<file path="src/rtl/rstseq_pkg.sv">
package rstseq_pkg;

    typedef enum logic [2:0] {
        PH_LOWV  = 3'd0,
        PH_STAB  = 3'd1,
        PH_PINW  = 3'd2,
        PH_CPUW  = 3'd3,
        PH_RUN   = 3'd4,
        PH_IHOLD = 3'd5,
        PH_IWAIT = 3'd6
    } phase_t;

    typedef struct packed {
        logic addr_err;
        logic opc_err;
        logic lowv;
    } rst_stat_t;

    typedef struct packed {
        logic opc;
        logic addr;
    } int_evt_t;

    typedef struct packed {
        logic hold;
        logic pin;
        logic run;
    } seq_out_t;

    function automatic int max5(input int a, input int b, input int c,
                                input int d, input int e);
        int m;
        m = a;
        if (b > m) m = b;
        if (c > m) m = c;
        if (d > m) m = d;
        if (e > m) m = e;
        return m;
    endfunction

    function automatic seq_out_t phase_outs(input phase_t ph);
        seq_out_t o;
        case (ph)
            PH_PINW:  o = '{hold: 1'b0, pin: 1'b1, run: 1'b0};
            PH_CPUW:  o = '{hold: 1'b0, pin: 1'b0, run: 1'b0};
            PH_RUN:   o = '{hold: 1'b0, pin: 1'b0, run: 1'b1};
            PH_IHOLD: o = '{hold: 1'b0, pin: 1'b1, run: 1'b0};
            PH_IWAIT: o = '{hold: 1'b0, pin: 1'b0, run: 1'b0};
            default:  o = '{hold: 1'b1, pin: 1'b1, run: 1'b0};
        endcase
        return o;
    endfunction

endpackage

</file>
<file path="src/rtl/rstseq_event.sv">
module rstseq_event
    import rstseq_pkg::*;
(
    input  logic     cpu_run,
    input  logic     supply_low,
    input  logic     op_valid,
    input  logic     op_illegal,
    input  logic     stop_op,
    input  logic     stop_en,
    input  logic     acc_vld,
    input  logic     acc_fetch,
    input  logic     acc_mapped,
    output int_evt_t evt
);

    logic bad_opc;
    logic bad_addr;
    logic accept;

    always_comb begin
        bad_opc  = (op_valid & op_illegal) | (stop_op & ~stop_en);
        bad_addr = acc_vld & acc_fetch & ~acc_mapped;
        accept   = cpu_run & ~supply_low;
        evt.opc  = accept & bad_opc;
        evt.addr = accept & bad_addr & ~bad_opc;
    end

endmodule

</file>
<file path="src/rtl/rstseq_status.sv">
module rstseq_status
    import rstseq_pkg::*;
(
    input  logic      clk,
    input  logic      rst,
    input  logic      supply_low,
    input  int_evt_t  evt,
    output rst_stat_t stat
);

    always_ff @(posedge clk) begin
        if (rst) begin
            stat <= '0;
        end else if (supply_low) begin
            stat <= '{addr_err: 1'b0, opc_err: 1'b0, lowv: 1'b1};
        end else if (evt.opc) begin
            stat <= '{addr_err: 1'b0, opc_err: 1'b1, lowv: 1'b0};
        end else if (evt.addr) begin
            stat <= '{addr_err: 1'b1, opc_err: 1'b0, lowv: 1'b0};
        end
    end


    one_source_chk: assert property (@(posedge clk) disable iff (rst)
        $onehot0(stat));


    status_quiet_chk: assert property (@(posedge clk) disable iff (rst)
        (!supply_low && !evt.opc && !evt.addr) |=> $stable(stat));

endmodule

</file>
<file path="src/rtl/rstseq_fsm.sv">
module rstseq_fsm
    import rstseq_pkg::*;
#(
    parameter int STAB_CYC = 4096,
    parameter int PIN_DLY  = 32,
    parameter int CPU_DLY  = 64,
    parameter int INT_HOLD = 32,
    parameter int INT_WAIT = 32
) (
    input  logic     clk,
    input  logic     rst,
    input  logic     supply_low,
    input  int_evt_t evt,
    output seq_out_t outs
);

    localparam int CMAX = max5(STAB_CYC, PIN_DLY, CPU_DLY, INT_HOLD, INT_WAIT);
    localparam int CW   = $clog2(CMAX + 1);

    localparam logic [CW-1:0] STAB_LAST = CW'(STAB_CYC - 1);
    localparam logic [CW-1:0] PIN_LAST  = CW'(PIN_DLY - 1);
    localparam logic [CW-1:0] CPU_LAST  = CW'(CPU_DLY - 1);
    localparam logic [CW-1:0] IH_LAST   = CW'(INT_HOLD - 1);
    localparam logic [CW-1:0] IW_LAST   = CW'(INT_WAIT - 1);

    phase_t         ph;
    logic [CW-1:0]  cnt;

    always_ff @(posedge clk) begin
        if (rst || supply_low) begin
            ph  <= PH_LOWV;
            cnt <= '0;
        end else begin
            case (ph)
                PH_LOWV: begin
                    ph  <= PH_STAB;
                    cnt <= '0;
                end
                PH_STAB: begin
                    if (cnt == STAB_LAST) begin
                        ph  <= PH_PINW;
                        cnt <= '0;
                    end else begin
                        cnt <= cnt + 1'b1;
                    end
                end
                PH_PINW: begin
                    if (cnt == PIN_LAST) ph <= PH_CPUW;
                    cnt <= cnt + 1'b1;
                end
                PH_CPUW: begin
                    if (cnt == CPU_LAST) begin
                        ph  <= PH_RUN;
                        cnt <= '0;
                    end else begin
                        cnt <= cnt + 1'b1;
                    end
                end
                PH_RUN: begin
                    if (evt.opc || evt.addr) begin
                        ph  <= PH_IHOLD;
                        cnt <= '0;
                    end
                end
                PH_IHOLD: begin
                    if (cnt == IH_LAST) begin
                        ph  <= PH_IWAIT;
                        cnt <= '0;
                    end else begin
                        cnt <= cnt + 1'b1;
                    end
                end
                PH_IWAIT: begin
                    if (cnt == IW_LAST) begin
                        ph  <= PH_RUN;
                        cnt <= '0;
                    end else begin
                        cnt <= cnt + 1'b1;
                    end
                end
                default: begin
                    ph  <= PH_LOWV;
                    cnt <= '0;
                end
            endcase
        end
    end

    always_comb outs = phase_outs(ph);


    lowv_holds_all_chk: assert property (@(posedge clk) disable iff (rst)
        supply_low |=> (outs.hold && outs.pin && !outs.run));


    clk_first_chk: assert property (@(posedge clk) disable iff (rst)
        $fell(outs.hold) |-> (outs.pin && !outs.run));


    pin_before_cpu_chk: assert property (@(posedge clk) disable iff (rst)
        $fell(outs.pin) |-> !outs.run);


    int_from_run_chk: assert property (@(posedge clk) disable iff (rst)
        ($rose(outs.pin) && !outs.hold) |-> $past(outs.run));

endmodule

</file>
<file path="src/rtl/rstseq_top.sv">
module rstseq_top
    import rstseq_pkg::*;
#(
    parameter int STAB_CYC = 4096,
    parameter int PIN_DLY  = 32,
    parameter int CPU_DLY  = 64,
    parameter int INT_HOLD = 32,
    parameter int INT_WAIT = 32
) (
    input  logic       clk,
    input  logic       rst,
    input  logic       supply_low,
    input  logic       op_valid,
    input  logic       op_illegal,
    input  logic       stop_op,
    input  logic       stop_en,
    input  logic       acc_vld,
    input  logic       acc_fetch,
    input  logic       acc_mapped,
    output logic       clk_hold,
    output logic       pin_low,
    output logic       cpu_run,
    output logic [2:0] rst_status
);

    int_evt_t  evt;
    seq_out_t  outs;
    rst_stat_t stat;

    rstseq_event evt_i (
        .cpu_run    (outs.run),
        .supply_low (supply_low),
        .op_valid   (op_valid),
        .op_illegal (op_illegal),
        .stop_op    (stop_op),
        .stop_en    (stop_en),
        .acc_vld    (acc_vld),
        .acc_fetch  (acc_fetch),
        .acc_mapped (acc_mapped),
        .evt        (evt)
    );

    rstseq_fsm #(
        .STAB_CYC (STAB_CYC),
        .PIN_DLY  (PIN_DLY),
        .CPU_DLY  (CPU_DLY),
        .INT_HOLD (INT_HOLD),
        .INT_WAIT (INT_WAIT)
    ) fsm_i (
        .clk        (clk),
        .rst        (rst),
        .supply_low (supply_low),
        .evt        (evt),
        .outs       (outs)
    );

    rstseq_status stat_i (
        .clk        (clk),
        .rst        (rst),
        .supply_low (supply_low),
        .evt        (evt),
        .stat       (stat)
    );

    assign clk_hold   = outs.hold;
    assign pin_low    = outs.pin;
    assign cpu_run    = outs.run;
    assign rst_status = stat;

endmodule

</file>
<file path="config.mk">
export PLATFORM = sky130hd
export DESIGN_NAME = rstseq_top
export DESIGN_NICKNAME = d
export VERILOG_FILES = /design/src/rtl/rstseq_pkg.sv /design/src/rtl/rstseq_event.sv /design/src/rtl/rstseq_status.sv /design/src/rtl/rstseq_fsm.sv /design/src/rtl/rstseq_top.sv
export SDC_FILE = /design/constraint.sdc
export NUM_CORES = 1
export LEC_CHECK = 0
export BUFFER_PORTS_ARGS = -buffer_cell sky130_fd_sc_hd__buf_4
export CAP_MARGIN = 20
export CORE_UTILIZATION = 57
export DETAILED_ROUTE_END_ITERATION = 8
export MAX_ROUTING_LAYER = met4
export PLACE_DENSITY = 0.84
export SYNTH_ARGS = -nofsm -noshare
export SYNTH_HDL_FRONTEND = slang
export SYNTH_HIERARCHICAL = 1
export SYNTH_SLANG_ARGS = --single-unit
</file>
<file path="constraint.sdc">
create_clock -name clk -period 4.1 [get_ports clk]
set_input_delay 0.82 -clock clk [delete_from_list [all_inputs] [get_ports clk]]
set_output_delay 0.82 -clock clk [all_outputs]
set_load 0.02 [all_outputs]
</file>
Word level (Yosys, flattened, before mapping)
Cells that the tools add are included.
Storage, ports and cells
  bits in read-only memories: 0
  RAM bits: 0
  memories kept: 0
  input bits: 10
  latch bits: 0
  bits in registers: 19
  word-level logic and storage cells: 61
  output and inout port bits: 6
Cells by class
  order comparisons: 0
  bitwise operators: 13
  $mul: 0
  add/subtract/negate cells: 1
  reduce and logical (&&, ||, !) cells: 11
  equality and inequality tests: 15
  div/mod/pow operators: 0
  shifts and indexed selects: 0
  mux-type cells: 16
Operator list (count)
  $pmux W13 S5: 1
  $mux W13: 4
  $pmux W3 S7: 1
  $mux W3: 6
  $add A13 B1 Y13 const B: 1
  $eq A13 B12 Y1 const B: 1
  $eq A13 B5 Y1 const B: 1
  $eq A13 B6 Y1 const B: 1
  $ne A2 B1 Y1 const B: 6
  $eq A3 B3 Y1 const B: 3
  $pmux W3 S3: 1
  $and A1 B1 Y1: 8
  $reduce_or A2 Y1: 4
  $eq A3 B2 Y1 const B: 2
  $reduce_and A6 Y1: 1
  $mux W2: 2
  $not A1 Y1: 4
  $eq A3 B1 Y1 const B: 1
  $logic_not A3 Y1: 1
  $reduce_bool A3 Y1: 1
  $reduce_or A3 Y1: 1
  $logic_or A1 B1 Y1: 2
  $reduce_bool A2 Y1: 1
  $mux W1: 1
  $or A1 B1 Y1: 1

Depth between registers and ports, before layout
  word-level depth: 9
  mapped depth: 10
  depth with buffers taken out: 8

Cells and area by module
The synthesis kept the hierarchy.
Modules (own cells, without submodules)
  rstseq_fsm: area an instance 904.6 um2, cells an instance 107, instances 1, seq. area each 320.3 um2
  rstseq_status: area an instance 105.1 um2, cells an instance 11, instances 1, seq. area each 60.1 um2
  rstseq_event: area an instance 41.3 um2, cells an instance 6, instances 1, seq. area each 0.0 um2

Least setup slack after synthesis
OpenSTA, ideal clock, no wires.
  path kind: flip-flop to flip-flop
  start point: register fsm_i.ph[0]
  end point: register fsm_i.cnt[0]
  required time: 3984 ps
  clock period less this slack: 2831 ps
  slack: 1269 ps
  arrival time: 2715 ps
  cell stages (with the launch flop): 11
  path buffers: 2
  path through: dfxtp_1 > buf_2 > nor3b_1 > and4b_1 > and4b_1 > nor2_1 > nand2_1 > o31ai_1 > o31ai_4 > buf_6 > nor2_1
RTL lines
  from (decl): line rstseq_fsm.sv:26  | phase_t ph;
  from (signal assigned): line rstseq_fsm.sv:31  | ph <= PH_LOWV;
  from (signal assigned): line rstseq_fsm.sv:36  | ph <= PH_STAB;
  from (signal assigned): line rstseq_fsm.sv:41  | ph <= PH_PINW;
  to (signal assigned): line rstseq_fsm.sv:44  | cnt <= cnt + 1'b1;
  to (signal assigned): line rstseq_fsm.sv:49  | cnt <= cnt + 1'b1;
  to (signal assigned): line rstseq_fsm.sv:56  | cnt <= cnt + 1'b1;
  to (decl): line rstseq_fsm.sv:27  | logic [CW-1:0] cnt;

==> out/qor.csv <==
metric,value,unit
avgSynthCellArea,8.476,sq um
antenna_found_initial,0,
grt_use_total,25.54,%
die_y,44.94,um
min_path_type,register to register,
arrival,3.24,ns
holdBufCountCts,0,
die_w,44.94,um
grt_pass1_wl,3622,um
synth_area,0.001051,sq mm
reg2regPathDepth,8,
clock_skew,0.001322,ns
viasPerCell,5.829,
hold_end,fsm_i/cnt[1],
insertion_delay,0.30,ns
period_share,74.72,%
ant_nets,0,
cts_tree,done,
min_path_cells,2,
crit_required,4.27,ns
synthXorXnorAreaFrac,9.167,%
maxSlewViolCount,0,
fmax,326.4,MHz
start_util,60.87,%
final_common_cell,dfxtp_1,
relSlewSlack,48.67,%
cts_root_buf,clkbuf_4,
cp-end-kind,register,
async_reset_ff_share,0,%
mostFrequentLayoutCells,"19 x dfxtp_1, 18 x nor2_1, 15 x buf_4",
routed-via-count,956,
synth_area_leaders,"dfxtp_1 36%, nor2_1 6.4%, xnor2_1 5.8%, nand4_1 3.6%, xor2_1 3.3%",
rows,15,
status,finished clean,
coreArea,0.001727,sq mm
drt-pass1-iter-count,4,
ir_drop,250.4,uV
synth.distinct_cells,38,
synth-seq-cells,19,
grt-ovfl-total,0,
synthCells,124,
numPortBuffers,15,
cap_viol_max_count,0,
setup_viol,0,
clockBufferDepth,2,
yosysTopAreaCellShare,36.19,%
yosysWarnings,6,
drt_iter0_drc,60,
worst_pin_slew,0.7634,ns
hp-start,fsm_i/cnt[1],
cp_max_fo,12,
worst_path_largest_cell_delay,0.63,ns
yosys.area.top_type,dfxtp_1,
cts_resized,0,
hold_viol_final,0,
synthAdderAreaFrac,1.190,%
reg2reg_from,fsm_i/ph[2],
synth_ff_type,dfxtp_1,
min_period,3.064,ns
postCtsSetupRepairBufs,0,
nNetsFinal,151,
ios,16,
avgRoutedWirePerCell,13.34,um
die-area,0.002020,sq mm
crit_path_top_delay_cell,nor3b_1,
syn_nets,135,
synth_compound_area_share,13.93,%
post-route-util,69.35,%
p_leak,0.4351,nW
grt_max_degree,13,
clk_pin_slew_worst_paths,0.11,ns
antenna_cells,0,
dp_hpwl,1659,um
drc,0,
cp-start-kind,register,
first_global_vias,798,
synth-simple-area-share,34.05,%
tns,0,ns
drive_gt1_share,17.99,%
ctsHtreeMaxLevel,1,
reg2reg_slack,1.04,ns
synth_top_family_by_area,simple AND/OR/NAND/NOR gates,
ys_seq_area_share,36.19,%
cts_made_buffers,3,
synthMuxAreaShare,2.024,%
p_per_area,270.3,mW/mm^2
crit_type,register to register,
syn_to_final_growth,13.93,%
gp_congestion,0.8647,
rsz0062_at_grt,no,
reg2reg_to,fsm_i/cnt[0],
clkSinkCount,19,
path_cells,nor3b_1 > and4b_1 > and4b_1 > nor2_1 > nand2_1 > o31ai_1 > o31ai_4 > nor2_1,
synth-edff-count,0,
wirelength,2187,um
## metrics by stage
stage          area (sq um)  cells  hold WS (ns)  power [mW]  setup WS (ns)
2_1_floorplan          1051    124        0.4597      0.2194          1.269
3_3_place_gp           1170    160        0.4803      0.2309          1.300
3_5_place_dp           1170    160        0.4899      0.2320          1.085
4_1_cts                1197    164        0.5053      0.3266          1.033
5_1_grt                1197    164        0.5318      0.3404         0.7320
6_report               1197    164        0.5057      0.3236          1.036
## per-layer routing
metal  up-vias  global-route usage (%)  share of wire (%)
met5         -                       -                  0
met4         0                   9.091                1.1
met3         4                   4.800                5.0
met2        37                   38.55                 46
met1       436                   34.00                 48
li1        479                       -                  -
## worst max-delay path: cells and delay by family, from the launching register on
family / cells / cell delay (ns)
simple gates: 6 / 1.62
compound gates: 2 / 0.77
flops: 1 / 0.56
## cell usage after synthesis (3+ instances only)
master	number
nor2b_1	3
a21oi_1	5
or3_1	3
nand3_1	6
nand4_1	6
nor4_1	3
nand2_1	9
nor2_1	18
xnor2_1	7
o21ai_0	3
nor3b_1	3
inv_1	3
xor2_1	4
dfxtp_1	19
nand2b_1	3
## flip-flops by register name, indices dropped and copies added (netlist names)
signal and count:
fsm_i/cnt 13, fsm_i/ph 3, stat_i/stat 3
## power by group
group          switching, mW  internal, mW
clock network         0.0591        0.0363
registers            0.00456         0.187
logic                 0.0183        0.0179
## worst max path at each step
stage	start	to	slack [ns]
5_1_grt	fsm_i/ph[2]	fsm_i/cnt[0]	0.73
2_1_floorplan	fsm_i/ph[0]	fsm_i/cnt[0]	1.27
3_5_place_dp	fsm_i/ph[2]	fsm_i/cnt[0]	1.09
6_report	fsm_i/ph[2]	fsm_i/cnt[0]	1.04
4_1_cts	fsm_i/ph[2]	fsm_i/cnt[0]	1.03
3_3_place_gp	fsm_i/ph[2]	fsm_i/cnt[8]	1.30
## cells by family (layout without fill, tap and decap cells)
logic type	count (synthesis)	after routing
AOI/OAI and AO/OA	19	19
xor gates and xnor gates	11	11
adders and majority gates	1	1
buffers and inverters	7	22
DFF	19	19
muxes	2	2
and+or+nand+nor	65	65
## layout make-up
| class | instances | area [sq um] |
|---|---|---|
| Multi-Input combinational cell | 98 | 634.4 |
| Fill cell | 153 | 529.3 |
| Sequential cell | 19 | 380.4 |
| Timing Repair Buffer | 15 | 112.6 |
| Tap cell | 25 | 31.28 |
| Clock buffer | 3 | 22.52 |
| Inverter | 3 | 11.26 |
| Clock inverter | 1 | 5.005 |
Note: power is estimated with default switching activity, not from simulation.
